**config.mk**
```make
export PLATFORM = sky130hd
export DESIGN_NAME = fan_i2c_target
export DESIGN_NICKNAME = d
export VERILOG_FILES = /design/src/rtl/fan_i2c_pkg.sv /design/src/rtl/i2c_target_ctrl.sv /design/src/rtl/fan_datapath.sv /design/src/rtl/fan_i2c_target.sv
export SDC_FILE = /design/constraint.sdc
export NUM_CORES = 1
export LEC_CHECK = 0
export ABC_AREA = 1
export CORE_MARGIN = 5
export CORE_UTILIZATION = 60
export DETAILED_ROUTE_END_ITERATION = 10
export DONT_BUFFER_PORTS = 1
export PLACE_DENSITY = 0.76
export SLEW_MARGIN = 20
export SYNTH_ARGS = -nofsm -noshare
export SYNTH_HDL_FRONTEND = slang
export SYNTH_SLANG_ARGS = --single-unit
```
**constraint.sdc**
```tcl
create_clock -name clk -period 4.19 [get_ports clk]
set_input_delay 0.2095 -clock clk [delete_from_list [all_inputs] [get_ports clk]]
set_output_delay 0.2095 -clock clk [all_outputs]
set_load 0.05 [all_outputs]
```
**src/rtl/fan_i2c_pkg.sv**
```systemverilog
package fan_i2c_pkg;

  typedef enum logic [2:0] {
    ST_IDLE, ST_ADDR, ST_ACKA, ST_RX, ST_ACKR, ST_TX, ST_MACK
  } busState_t;

  // strobes from bus control to register datapath, one cycle wide
  typedef struct packed {
    logic       setPtr;
    logic       wrData;
    logic       nextPtr;
    logic [7:0] rxByte;
  } regStrobe_t;

endpackage

```
**src/rtl/i2c_target_ctrl.sv**
```systemverilog
module i2c_target_ctrl
  import fan_i2c_pkg::*;
#(
  parameter logic [6:0] DEV_ADDR = 7'h74
) (
  input  logic       clk,
  input  logic       rstN,
  input  logic       sclIn,
  input  logic       sdaIn,
  input  logic [7:0] rdData,
  output regStrobe_t strb,
  output logic       sdaOe
);

  logic [1:0] sclSync, sdaSync;
  logic       sclPrev, sdaPrev;
  logic       scl, sda, sclRise, sclFall, startDet, stopDet;

  busState_t  state;
  logic [3:0] bitCnt;
  logic [7:0] shiftIn, shiftOut;
  logic       isRead, firstByte, masterNack;

  assign scl      = sclSync[1];
  assign sda      = sdaSync[1];
  assign sclRise  = scl & ~sclPrev;
  assign sclFall  = ~scl & sclPrev;
  assign startDet = scl & sclPrev & sdaPrev & ~sda;
  assign stopDet  = scl & sclPrev & ~sdaPrev & sda;

  always_ff @(posedge clk or negedge rstN) begin
    if (!rstN) begin
      sclSync <= 2'b11;
      sdaSync <= 2'b11;
      sclPrev <= 1'b1;
      sdaPrev <= 1'b1;
    end else begin
      sclSync <= {sclSync[0], sclIn};
      sdaSync <= {sdaSync[0], sdaIn};
      sclPrev <= scl;
      sdaPrev <= sda;
    end
  end

  always_ff @(posedge clk or negedge rstN) begin
    if (!rstN) begin
      state      <= ST_IDLE;
      bitCnt     <= '0;
      shiftIn    <= '0;
      shiftOut   <= '0;
      isRead     <= 1'b0;
      firstByte  <= 1'b0;
      masterNack <= 1'b0;
      sdaOe      <= 1'b0;
      strb       <= '0;
    end else begin
      strb.setPtr  <= 1'b0;
      strb.wrData  <= 1'b0;
      strb.nextPtr <= 1'b0;
      if (startDet) begin
        state  <= ST_ADDR;
        bitCnt <= '0;
        sdaOe  <= 1'b0;
      end else if (stopDet) begin
        state <= ST_IDLE;
        sdaOe <= 1'b0;
      end else begin
        case (state)
          ST_ADDR, ST_RX: begin
            if (sclRise && bitCnt < 4'd8) begin
              shiftIn <= {shiftIn[6:0], sda};
              bitCnt  <= bitCnt + 4'd1;
            end
            if (sclFall && bitCnt == 4'd8) begin
              if (state == ST_ADDR) begin
                if (shiftIn[7:1] == DEV_ADDR) begin
                  sdaOe     <= 1'b1;
                  isRead    <= shiftIn[0];
                  firstByte <= 1'b1;
                  state     <= ST_ACKA;
                end else begin
                  state <= ST_IDLE;
                end
              end else begin
                sdaOe        <= 1'b1;
                strb.rxByte  <= shiftIn;
                strb.setPtr  <= firstByte;
                strb.wrData  <= ~firstByte;
                firstByte    <= 1'b0;
                state        <= ST_ACKR;
              end
            end
          end
          ST_ACKA: if (sclFall) begin
            bitCnt <= '0;
            if (isRead) begin
              shiftOut <= rdData;
              sdaOe    <= ~rdData[7];
              state    <= ST_TX;
            end else begin
              sdaOe <= 1'b0;
              state <= ST_RX;
            end
          end
          ST_ACKR: if (sclFall) begin
            sdaOe  <= 1'b0;
            bitCnt <= '0;
            state  <= ST_RX;
          end
          ST_TX: if (sclFall) begin
            bitCnt <= bitCnt + 4'd1;
            if (bitCnt == 4'd7) begin
              sdaOe        <= 1'b0;
              strb.nextPtr <= 1'b1;
              state        <= ST_MACK;
            end else begin
              shiftOut <= {shiftOut[6:0], 1'b0};
              sdaOe    <= ~shiftOut[6];
            end
          end
          ST_MACK: begin
            if (sclRise) masterNack <= sda;
            if (sclFall) begin
              if (masterNack) begin
                state <= ST_IDLE;
              end else begin
                shiftOut <= rdData;
                sdaOe    <= ~rdData[7];
                bitCnt   <= '0;
                state    <= ST_TX;
              end
            end
          end
          default: state <= ST_IDLE;
        endcase
      end
    end
  end


  stop_release_chk: assert property (@(posedge clk) disable iff (!rstN)
    stopDet |=> !sdaOe);

  idle_quiet_chk: assert property (@(posedge clk) disable iff (!rstN)
    (state == ST_IDLE) |-> !sdaOe);

  single_strobe_chk: assert property (@(posedge clk) disable iff (!rstN)
    $onehot0({strb.setPtr, strb.wrData, strb.nextPtr}));

endmodule

```
**src/rtl/fan_datapath.sv**
```systemverilog
module fan_datapath
  import fan_i2c_pkg::*;
#(
  parameter logic [7:0] CTRL_RESET    = 8'h80,
  parameter logic [7:0] DUTY_RESET    = 8'd80,
  parameter int         PWM_STEPS     = 100,
  parameter int         PWM_DIV       = 8,
  parameter int         WINDOW_CYCLES = 20_000_000
) (
  input  logic       clk,
  input  logic       rstN,
  input  regStrobe_t strb,
  input  logic       tachIn,
  output logic [7:0] rdData,
  output logic       fanPwm
);

  localparam int STEP_W = $clog2(PWM_STEPS);
  localparam int DIV_W  = $clog2(PWM_DIV + 1);
  localparam int WIN_W  = $clog2(WINDOW_CYCLES);
  localparam logic [7:0] DUTY_MAX = 8'(PWM_STEPS);

  logic [7:0]  ptr, ctrlReg, dutyReg, rpsReg, edgeCnt;
  logic [DIV_W-1:0]  divCnt;
  logic [STEP_W-1:0] stepCnt;
  logic [WIN_W-1:0]  winCnt;
  logic [2:0]  tachSync;
  logic        tachRise;

  // register file and pointer
  always_ff @(posedge clk or negedge rstN) begin
    if (!rstN) begin
      ptr     <= '0;
      ctrlReg <= CTRL_RESET;
      dutyReg <= DUTY_RESET;
    end else if (strb.setPtr) begin
      ptr <= strb.rxByte;
    end else if (strb.wrData) begin
      if (ptr == 8'd0) ctrlReg <= strb.rxByte;
      if (ptr == 8'd1) dutyReg <= (strb.rxByte > DUTY_MAX) ? DUTY_MAX : strb.rxByte;
      ptr <= ptr + 8'd1;
    end else if (strb.nextPtr) begin
      ptr <= ptr + 8'd1;
    end
  end

  always_comb begin
    case (ptr)
      8'd0:    rdData = ctrlReg;
      8'd1:    rdData = rpsReg;
      default: rdData = 8'h00;
    endcase
  end

  // PWM generation
  always_ff @(posedge clk or negedge rstN) begin
    if (!rstN) begin
      divCnt  <= '0;
      stepCnt <= '0;
      fanPwm  <= 1'b0;
    end else begin
      if (divCnt == DIV_W'(PWM_DIV - 1)) begin
        divCnt  <= '0;
        stepCnt <= (stepCnt == STEP_W'(PWM_STEPS - 1)) ? '0 : stepCnt + 1'b1;
      end else begin
        divCnt <= divCnt + 1'b1;
      end
      fanPwm <= ctrlReg[7] && (8'(stepCnt) < dutyReg);
    end
  end

  // tachometer window counter
  assign tachRise = tachSync[1] & ~tachSync[2];

  always_ff @(posedge clk or negedge rstN) begin
    if (!rstN) begin
      tachSync <= '0;
      winCnt   <= '0;
      edgeCnt  <= '0;
      rpsReg   <= '0;
    end else begin
      tachSync <= {tachSync[1:0], tachIn};
      if (winCnt == WIN_W'(WINDOW_CYCLES - 1)) begin
        winCnt  <= '0;
        rpsReg  <= edgeCnt;
        edgeCnt <= {7'd0, tachRise};
      end else begin
        winCnt <= winCnt + 1'b1;
        if (tachRise && edgeCnt != 8'hFF) edgeCnt <= edgeCnt + 8'd1;
      end
    end
  end


  duty_range_chk: assert property (@(posedge clk) disable iff (!rstN)
    dutyReg <= DUTY_MAX);

  pwm_off_chk: assert property (@(posedge clk) disable iff (!rstN)
    !ctrlReg[7] |=> !fanPwm);

  rps_hold_chk: assert property (@(posedge clk) disable iff (!rstN)
    (winCnt != '0) |-> $stable(rpsReg));

  unmapped_write_chk: assert property (@(posedge clk) disable iff (!rstN)
    (strb.wrData && ptr > 8'd1) |=> ($stable(ctrlReg) && $stable(dutyReg)));

endmodule

```
**src/rtl/fan_i2c_target.sv**
```systemverilog
module fan_i2c_target
  import fan_i2c_pkg::*;
#(
  parameter logic [6:0] DEV_ADDR      = 7'h74,
  parameter logic [7:0] CTRL_RESET    = 8'h80,
  parameter logic [7:0] DUTY_RESET    = 8'd80,
  parameter int         PWM_STEPS     = 100,
  parameter int         PWM_DIV       = 8,
  parameter int         WINDOW_CYCLES = 20_000_000
) (
  input  logic clk,
  input  logic rstN,
  input  logic sclIn,
  input  logic sdaIn,
  output logic sdaOe,
  input  logic tachIn,
  output logic fanPwm
);

  regStrobe_t strb;
  logic [7:0] rdData;

  i2c_target_ctrl #(.DEV_ADDR(DEV_ADDR)) ctrlU (
    .clk(clk), .rstN(rstN), .sclIn(sclIn), .sdaIn(sdaIn),
    .rdData(rdData), .strb(strb), .sdaOe(sdaOe)
  );

  fan_datapath #(
    .CTRL_RESET(CTRL_RESET), .DUTY_RESET(DUTY_RESET), .PWM_STEPS(PWM_STEPS),
    .PWM_DIV(PWM_DIV), .WINDOW_CYCLES(WINDOW_CYCLES)
  ) dataU (
    .clk(clk), .rstN(rstN), .strb(strb), .tachIn(tachIn),
    .rdData(rdData), .fanPwm(fanPwm)
  );

endmodule

```
==> flow_summary_export.csv, run 1 <==
group,metric,value,unit
final_layout,final_cell_area,7310,µm²
global_route,grt_pass1_wl,25.4,mm
cts,clock_sinks,123,
final_layout,syn_to_final_growth,11.8,%
hold_path,holdCritPathClass,"input pin to flop",
hold_path,whs_path_depth,1,
die,start_util,0.609,
critical_path,r2r_end,"dataU.winCnt[11]",
drt,vias,5526,
place,place_area,6650,µm²
drt,wl_per_cell,14.0,µm
final_layout,fin_nets,882,
global_route,grt_use_met2,0.374,
final_layout,fillers,889,
cts,clock_latency,0.52,ns
sta,hold_viol_final,0,
global_route,grt_util_met3,0.0507,
power_and_ir_drop,power_frac_seq,0.437,
place,port_buffers,0,
critical_path,start_kind,"flop",
synthesis,synth_compound_area_frac,0.0735,
outcome,outcome,"completed",
synthesis,syn_nets,868,
synthesis,netlist_instances,848,
cts,clock_path_buffers,2,
die,rows,38,
cts,htreeDepth,4,
critical_path,r2r_setup_slack,2.23,ns
job,max-cap-violations,0,
power_and_ir_drop,p_comb_frac,0.052,
power_and_ir_drop,p_int,2240,µW
cts,ctsResizeCount,0,
final_layout,final_common_cell,"nand2_1",
power_and_ir_drop,finalPower,2920,µW
cts,cts_setup_buffers,0,
cts,root_buffer,"clkbuf_8",
sta,fmax,0.511,GHz
sta,slew_headroom,0.605,
drt,ant_nets,0,
synthesis,synth_top_family_by_area,"simple AND/OR/NAND/NOR gates",
synthesis,syn_area_per_cell,7.71,µm²
power_and_ir_drop,clock_power_share,0.511,
power_and_ir_drop,power_density,399,nW/µm²
die,die_w,114,µm
sta,finClkSkew,0.00690,ns
synthesis,synth_mux_area_frac,0.00344,
synthesis,yosys_warnings,0,
critical_path,criticalPathCategory,"flop to flop",
critical_path,end_kind,"flop",
cts,cts_buffers,17,
synthesis,ys_seq_area_frac,0.472,
synthesis,synth_simple_gate_area_frac,0.316,
power_and_ir_drop,p_leak,0.00372,µW
drt,wl,14.2,mm
critical_path,r2r-start,"dataU.winCnt[0]",
final_layout,drive_above_1_share,0.0891,
die,die_area,13100,µm²
synthesis,synthAdderAreaFrac,0.0287,
sta,worst_hold_slack,0.235,ns
final_layout,final_cell_mix,"235 x nand2_1, 114 x dfrtp_1, 112 x inv_1, 100 x nor2_1, 69 x nand3_1",
global_route,antenna_found_initial,0,
sta,tns,0,ns
critical_path,reg2reg_depth,8,
sta,rsz0062_at_grt,"no",
drt,drt_iter0_markers,569,
final_layout,diodes,0,
drt,vias_per_cell,5.44,
synthesis,synthFlopType,"dfrtp_1",
global_route,grt_max_degree,124,
drt,drt_pass1_iterations,5,
global_route,grt_pass1_vias,5448,
sta,period_needed,1.96,ns
die,die_h,114,µm
synthesis,netlist_area,6540,µm²
die,core_area,10700,µm²
sta,drv_slew,0,
global_route,grt_usage,0.243,
global_route,busiest_layer,"met2",
sta,setup_viol,0,
cts,cts_tree,"done",
synthesis,synth-xor-area-share,0.0268,
drt,drc_errors,0,
power_and_ir_drop,swShare,0.230,
sta,fin_crit_sh,0.467,
synthesis,synth-edff-count,0,
critical_path,critical_path.startpoint,"dataU.winCnt[0]",
global_route,grt_use_met1,0.330,
critical_path,path_max_fanout,18,
place,routabilityCongestion,0.935,
cts,clkTransAtPathRegs,0.06,ns
critical_path,crit_end,"dataU.winCnt[11]",
critical_path,crit_arrival,2.35,ns
synthesis,async_flop_share,1.00,
critical_path,cp.required,4.58,ns
die,pin_count,7,
sta,tightestPinTransition,0.593,ns
synthesis,synth-seq-cells,123,
power_and_ir_drop,worst_ir_drop_vdd,0.000280,V
power_and_ir_drop,p_switching,671,µW
global_route,overflow,0,
place,hpwlAfterDp,9.81,mm
synthesis,synth_cell_types,36,
==> worst min-delay path by stage <==
| stage | startpoint | end | slack (ns) |
|---|---|---|---|
| 2_1_floorplan | rstN | ctrlU.bitCnt[0] | -0.09 |
| 3_3_place_gp | rstN | dataU.stepCnt[2] | -0.08 |
| 3_5_place_dp | rstN | dataU.stepCnt[5] | -0.08 |
| 4_1_cts | sclIn | ctrlU.sclSync[0] | 0.20 |
| 5_1_grt | sdaIn | ctrlU.sdaSync[0] | 0.21 |
| 6_report | sdaIn | ctrlU.sdaSync[0] | 0.24 |
==> Yosys cell counts, types with 3 or more instances <==
| master | count | share of area |
|---|---|---|
| nand2_2 | 3 | 0.0029 |
| o21ai_2 | 8 | 0.011 |
| buf_2 | 5 | 0.0038 |
| nor3b_1 | 4 | 0.0046 |
| nand2_1 | 235 | 0.13 |
| dfrtp_1 | 114 | 0.44 |
| o21ai_1 | 10 | 0.0077 |
| nand3_1 | 69 | 0.053 |
| nor3_1 | 19 | 0.015 |
| nand4_1 | 14 | 0.013 |
| nor2_2 | 6 | 0.0057 |
| inv_2 | 7 | 0.0040 |
| inv_1 | 112 | 0.064 |
| ha_1 | 15 | 0.029 |
| xor2_1 | 19 | 0.025 |
| nand3b_1 | 6 | 0.0069 |
| nor2_4 | 5 | 0.0086 |
| dfstp_2 | 9 | 0.036 |
| nand3_2 | 6 | 0.0092 |
| o21ai_0 | 42 | 0.032 |
| nor2_1 | 100 | 0.057 |
| a21oi_1 | 18 | 0.014 |
==> final cells by class <==
class	instances	area [µm²]	share of cell area
Inverter	121	454	0.0621
Sequential cell	123	3090	0.422
Multi-Input combinational cell	594	2930	0.401
Timing Repair Buffer	5	67.6	0.00924
Tap cell	140	175	0.0239
Clock buffer	20	425	0.0582
Clock inverter	12	171	0.0234
==> state kept, by name, indices dropped and copies added (netlist names), 2 cells and up <==
register        count
dataU.winCnt       25
ctrlU.strb         11
ctrlU.shiftIn       8
dataU.ctrlReg       8
dataU.dutyReg       8
dataU.edgeCnt       8
dataU.ptr           8
dataU.rpsReg        8
ctrlU.shiftOut      7
dataU.stepCnt       7
ctrlU.bitCnt        4
dataU.divCnt        4
ctrlU.state         3
dataU.tachSync      3
ctrlU.sclSync       2
ctrlU.sdaSync       2
==> critical path, stage by stage, from the launching register on <==
cell,delay (ns)
dfrtp_1,0.39
ha_1,0.31
nand3_2,0.15
inv_1,0.10
nand2_1,0.08
nor2_1,0.14
nand2_2,0.20
inv_1,0.33
nor2_1,0.11
==> through the flow <==
stage,util,instances,setup WS [ns]
after floorplan,-,848,2.68
after global placement,0.619,978,2.37
after detailed placement,0.619,978,2.25
after CTS,0.681,1015,2.24
after global routing,0.681,1015,2.09
final,0.681,1015,2.23
==> power by group through the flow <==
stage / Combinational (µW) / Sequential, µW / Clock [µW]
after floorplan: 102 / 1280 / 0
after global placement: 120 / 1290 / 0
after detailed placement: 123 / 1290 / 0
after global routing: 183 / 1280 / 1570
final: 151 / 1270 / 1490
after CTS: 154 / 1270 / 1510
==> cells by family after synthesis <==
group	count (synthesis)
xor gates and xnor gates	20
adders and majority gates	15
and+or+nand+nor	471
muxes	2
AOI/OAI and AO/OA	86
buffers and inverters	131
DFF	123
==> per-layer routing <==
layer | wire, µm | share of wire
met1 | 6670 | 0.47
met2 | 6500 | 0.46
met3 | 636 | 0.045
met4 | 425 | 0.030
met5 | 0 | 0
==> timing repair <==
action	CTS	global route
setup endpoints to repair	0	0
endpoints found under the hold margin	126	0
hold buffers	5	0
Note: power is estimated with default switching activity, not from simulation.
==> run 2: changes to the inputs <==
--- a/config.mk
+++ b/config.mk
@@ -7,7 +7,7 @@
 export LEC_CHECK = 0
 export ABC_AREA = 1
 export CORE_MARGIN = 5
-export CORE_UTILIZATION = 60
+export CORE_UTILIZATION = 58
 export DETAILED_ROUTE_END_ITERATION = 10
 export DONT_BUFFER_PORTS = 1
 export PLACE_DENSITY = 0.76
==> constraint.sdc (replaced) <==
create_clock -name clk -period 1.7 [get_ports clk]
set_input_delay 0.085 -clock clk [delete_from_list [all_inputs] [get_ports clk]]
set_output_delay 0.085 -clock clk [all_outputs]
set_load 0.05 [all_outputs]
==> flow_summary_export.csv, run 2 (synthesized netlist as in run 1, its figures left out) <==
group,metric,value,unit
critical_path,end_kind,"flop",
critical_path,reg2reg_depth,7,
final_layout,final_cell_mix,"231 x nand2_1, 112 x inv_1, 112 x dfrtp_1, 99 x nor2_1, 68 x nand3_1",
die,die_w,116,µm
sta,worst_hold_slack,-0.642,ns
die,die_area,13500,µm²
outcome,outcome,"finished with violations",
critical_path,r2r-start,"dataU.winCnt[2]",
global_route,grt_usage,0.247,
power_and_ir_drop,power_density,946,nW/µm²
cts,cts_setup_buffers,0,
critical_path,criticalPathCategory,"flop to flop",
global_route,antenna_found_initial,0,
global_route,grt_pass1_wl,26.1,mm
critical_path,r2r_end,"dataU.edgeCnt[6]",
drt,wl,15.1,mm
cts,ctsHoldBuffers,3,
sta,hold_viol_final,123,
cts,root_buffer,"clkbuf_16",
final_layout,final_cell_area,7530,µm²
final_layout,drive_above_1_share,0.121,
global_route,grt_pass1_vias,5652,
final_layout,syn_to_final_growth,15.1,%
global_route,grt_max_degree,124,
critical_path,critical_path.startpoint,"dataU.winCnt[2]",
place,dp.cells,996,
sta,finClkSkew,0.00452,ns
cts,cts_buffers,17,
sta,setup_viol,0,
cts,htreeDepth,4,
hold_path,holdCritPathClass,"input pin to async pin",
final_layout,diodes,0,
sta,drv_slew,0,
sta,period_needed,1.62,ns
sta,slew_headroom,0.637,
power_and_ir_drop,p_leak,0.00380,µW
final_layout,largest_register,"dataU.winCnt",
drt,wl_per_cell,14.6,µm
cts,cts_tree,"done",
cts,clock_path_buffers,2,
critical_path,start_kind,"flop",
final_layout,largest_reg_flops,25,
die,die_h,116,µm
drt,ant_nets,0,
place,routabilityCongestion,0.929,
job,max-cap-violations,0,
die,rows,38,
critical_path,path_max_fanout,6,
cts,clock_latency,0.42,ns
cts,clkTransAtPathRegs,0.05,ns
place,hpwlAfterDp,10.4,mm
place,port_buffers,0,
die,start_util,0.598,
critical_path,crit_arrival,1.93,ns
global_route,overflow,0,
sta,rsz0062_at_grt,"yes",
final_layout,final_common_cell,"nand2_1",
die,pin_count,7,
critical_path,cp.required,2.01,ns
sta,fmax,0.616,GHz
drt,drt_iter0_markers,711,
drt,drc_errors,0,
place,place_area,6800,µm²
die,core_area,10900,µm²
critical_path,r2r_setup_slack,0.08,ns
final_layout,reg_top3,"dataU.winCnt (25), ctrlU.strb (11)",
final_layout,finalNonFillerCells,1032,
sta,tightestPinTransition,0.538,ns
critical_path,crit_end,"dataU.edgeCnt[6]",
drt,vias,5677,
sta,fin_crit_sh,0.956,
drt,vias_per_cell,5.50,
drt,drt_pass1_iterations,5,
outcome,violations,"negative hold slack",
cts,clock_sinks,123,
power_and_ir_drop,worst_ir_drop_vdd,0.000993,V
final_layout,fin_nets,899,
==> run 2: cell count changes in the layout (fill, tap and decap cells not counted), sizes merged <==
cell,change
dlygate4sd3,-1
clkinvlp,+2
buf,+17
clkbuf,+4
inv,-1
clkinv,-3
bufinv,-1
==> run 2: final cells by class <==
| type | count | area, µm² |
|---|---|---|
| timing repair buffer | 21 | 178 |
| clock inverter | 8 | 119 |
| multi-input combinational | 594 | 3030 |
| sequential | 123 | 3090 |
| fill | 849 | 3410 |
| inverter | 121 | 458 |
| tap | 140 | 175 |
| clock buffer | 24 | 472 |
| timing repair inverter | 1 | 5.00 |
==> run 2: what timing repair did <==
action / in CTS / in global routing
pin swaps: 0 / 2
resized for setup: 1 / 22
gates cloned: 0 / 1
endpoints found under the hold margin: 126 / 123
endpoints found under the setup margin: 1 / 39
==> run 2: worst min path at each step <==
stage,start,to,slack (ns)
floorplan,rstN,ctrlU.bitCnt[0],-0.21
global placement,rstN,dataU.stepCnt[2],-0.21
detailed placement,rstN,dataU.stepCnt[5],-0.21
CTS,rstN,ctrlU.strb[8],-0.66
global route,rstN,dataU.stepCnt[5],-0.67
finish,rstN,dataU.stepCnt[5],-0.64
==> run 2: per-layer routing <==
metal	global-route usage	wire length, µm	vias up
li1	-	-	2765
met1	0.326	6770	2712
met3	0.0767	837	39
met2	0.389	7110	161
met5	0	0	-
met4	0.0882	343	0
==> run 2: through the flow <==
| stage | utilization | power (µW) | setup slack, ns | setup TNS, ns | hold WS (ns) |
|---|---|---|---|---|---|
| finish | 0.688 | 7120 | 0.0755 | 0 | -0.642 |
| global route | 0.688 | 7400 | -0.0136 | -0.0225 | -0.669 |
| CTS | 0.678 | 7150 | 0.0383 | 0 | -0.655 |
| detailed placement | 0.622 | 3510 | 0.0411 | 0 | -0.206 |
| global placement | 0.622 | 3490 | 0.0811 | 0 | -0.206 |
| floorplan | - | 3420 | 0.189 | 0 | -0.211 |
==> run 2: worst max-delay path, cell delays in order (launching register included) <==
cell	delay, ns
dfrtp_1	0.44
nand2_1	0.07
nor2_1	0.23
nand2_1	0.16
nor2_1	0.14
nand3b_1	0.26
nand2_1	0.15
nor2_1	0.05
==> run 2: where the power goes <==
| group | total, µW | switching [µW] | internal, µW | leakage [µW] |
|---|---|---|---|---|
| sequential | 3140 | 107 | 3040 | 0.00163 |
| clock | 3640 | 1270 | 2370 | 0.000292 |
| combinational | 340 | 219 | 121 | 0.00187 |
| total | 7120 | 1590 | 5530 | 0.00380 |
==> run 3: changes to the inputs <==
==> constraint.sdc (replaced) <==
create_clock -name clk -period 1.7 [get_ports clk]
set_input_delay 0.34 -clock clk [delete_from_list [all_inputs] [get_ports clk]]
set_output_delay 0.34 -clock clk [all_outputs]
set_load 0.05 [all_outputs]
==> flow_summary_export.csv, run 3 (synthesized netlist as in run 1, its figures left out) <==
group,metric,value,unit
sta,fin_crit_sh,0.954,
die,core_area,10900,µm²
global_route,antenna_found_initial,0,
final_layout,largest_reg_flops,25,
power_and_ir_drop,p_leak,0.00380,µW
final_layout,drive_above_1_share,0.121,
critical_path,end_kind,"flop",
die,start_util,0.598,
place,routabilityCongestion,0.982,
cts,clock_latency,0.42,ns
critical_path,crit_arrival,1.92,ns
drt,vias_per_cell,5.52,
critical_path,r2r_setup_slack,0.08,ns
final_layout,final_common_cell,"nand2_1",
global_route,grt_pass1_vias,5464,
final_layout,fin_nets,901,
global_route,grt_pass1_wl,24.9,mm
final_layout,fin_util,0.686,
final_layout,diodes,0,
sta,tightestPinTransition,0.513,ns
global_route,overflow,0,
cts,clkTransAtPathRegs,0.05,ns
sta,finClkSkew,0.0109,ns
outcome,outcome,"finished with violations",
drt,wl,14.6,mm
final_layout,syn_to_final_growth,14.7,%
cts,cts_buffers,17,
place,port_buffers,0,
critical_path,crit_chain,"buf_4, nand3_2, inv_2, nor2_2, nor2_1, nor2_1, nand3_2, nand2_1, nand2_1",
sta,tns,0,ns
power_and_ir_drop,power_density,940,nW/µm²
critical_path,criticalPathCategory,"flop to flop",
final_layout,final_cell_mix,"233 x nand2_1, 113 x dfrtp_1, 112 x inv_1, 96 x nor2_1, 67 x nand3_1",
die,die_w,116,µm
hold_path,holdCritPathClass,"input pin to async pin",
sta,slew_headroom,0.654,
sta,drv_slew,0,
cts,htreeDepth,4,
critical_path,critical_path.startpoint,"ctrlU.state[1]",
critical_path,crit_end,"ctrlU.shiftOut[2]",
die,pin_count,7,
drt,drt_pass1_iterations,7,
job,max-cap-violations,0,
final_layout,reg_top3,"dataU.winCnt (25), ctrlU.strb (11)",
sta,period_needed,1.62,ns
sta,setup_viol,0,
sta,hold_viol_final,123,
cts,clock_sinks,123,
final_layout,fillers,843,
place,hpwlAfterDp,9.91,mm
die,die_area,13500,µm²
critical_path,cp_slowest_cell,"dfrtp_2",
critical_path,critPathMaxStageDelay,0.43,ns
place,dp.cells,993,
sta,rsz0062_at_grt,"yes",
global_route,grt_util_met3,0.0518,
power_and_ir_drop,worst_ir_drop_vdd,0.00101,V
global_route,grt_usage,0.232,
drt,vias,5705,
cts,root_buffer,"clkbuf_16",
global_route,grt_use_met2,0.370,
global_route,grt_max_degree,124,
die,rows,38,
global_route,grt_use_met1,0.308,
drt,drt_iter0_markers,687,
drt,drc_errors,0,
cts,clock_path_buffers,2,
critical_path,r2r-start,"ctrlU.state[1]",
cts,cts_tree,"done",
cts,ctsHoldBuffers,3,
drt,ant_nets,0,
global_route,busiest_layer,"met2",
critical_path,cp.required,2.00,ns
critical_path,start_kind,"flop",
drt,wl_per_cell,14.1,µm
critical_path,reg2reg_depth,9,
final_layout,largest_register,"dataU.winCnt",
outcome,violations,"negative hold slack",
final_layout,finalNonFillerCells,1034,
sta,fmax,0.616,GHz
critical_path,r2r_end,"ctrlU.shiftOut[2]",
sta,worst_hold_slack,-0.376,ns
critical_path,path_max_fanout,7,
die,die_h,116,µm
==> run 3: cell count changes in the layout (fill, tap and decap cells not counted), sizes merged <==
cell / before / now
clkinvlp: 2 / 1
buf: 18 / 21
==> run 3: stage by stage <==
stage	setup WS [ns]	power, µW	area, µm²
4_1_cts	0.0393	7100	7390
2_1_floorplan	0.189	3420	6540
6_report	0.0778	7060	7500
3_3_place_gp	0.0922	3480	6780
5_1_grt	-0.0187	7330	7500
3_5_place_dp	0.0625	3500	6780
==> run 3: critical path: cells and delay by family, from the launching register on <==
family        cells  cell delay [ns]
simple gates      7             0.83
buf+inv           2             0.24
flops             1             0.43
==> run 3: metal layers <==
metal  routed length (µm)  vias to the layer above
met5                    0                        -
met4                  301                        0
met3                  850                       39
met2                 7040                      209
met1                 6410                     2692
li1                     -                     2765
==> run 3: report_power, final <==
part / internal (µW) / switching [µW] / total (µW)
Combinational: 121 / 210 / 331
Sequential: 3040 / 101 / 3140
Clock: 2370 / 1220 / 3590
Total: 5530 / 1530 / 7060
==> run 3: layout make-up <==
type | count | area [µm²] | share of cell area
Clock buffer | 24 | 472 | 0.0629
Clock inverter | 8 | 118 | 0.0157
Inverter | 121 | 454 | 0.0605
Multi-Input combinational cell | 594 | 2990 | 0.399
Sequential cell | 123 | 3090 | 0.412
Tap cell | 140 | 175 | 0.0233
Timing Repair Buffer | 24 | 204 | 0.0272
==> run 3: worst min path at each step <==
stage / start / to / slack [ns] / depth (start not counted)
floorplan: rstN / ctrlU.bitCnt[0] / 0.04 / 0
global placement: rstN / dataU.stepCnt[2] / 0.05 / 0
detailed placement: rstN / dataU.stepCnt[3] / 0.05 / 0
CTS: rstN / dataU.ctrlReg[5] / -0.39 / 0
global route: rstN / dataU.stepCnt[4] / -0.40 / 0
finish: rstN / ctrlU.bitCnt[2] / -0.38 / 0
==> run 3: timing repair <==
| item | CTS | global route |
|---|---|---|
| resized for setup | 0 | 17 |
| hold endpoints to repair | 126 | 123 |
| endpoints found under the setup margin | 0 | 51 |
| buffers inserted | 0 | 6 |
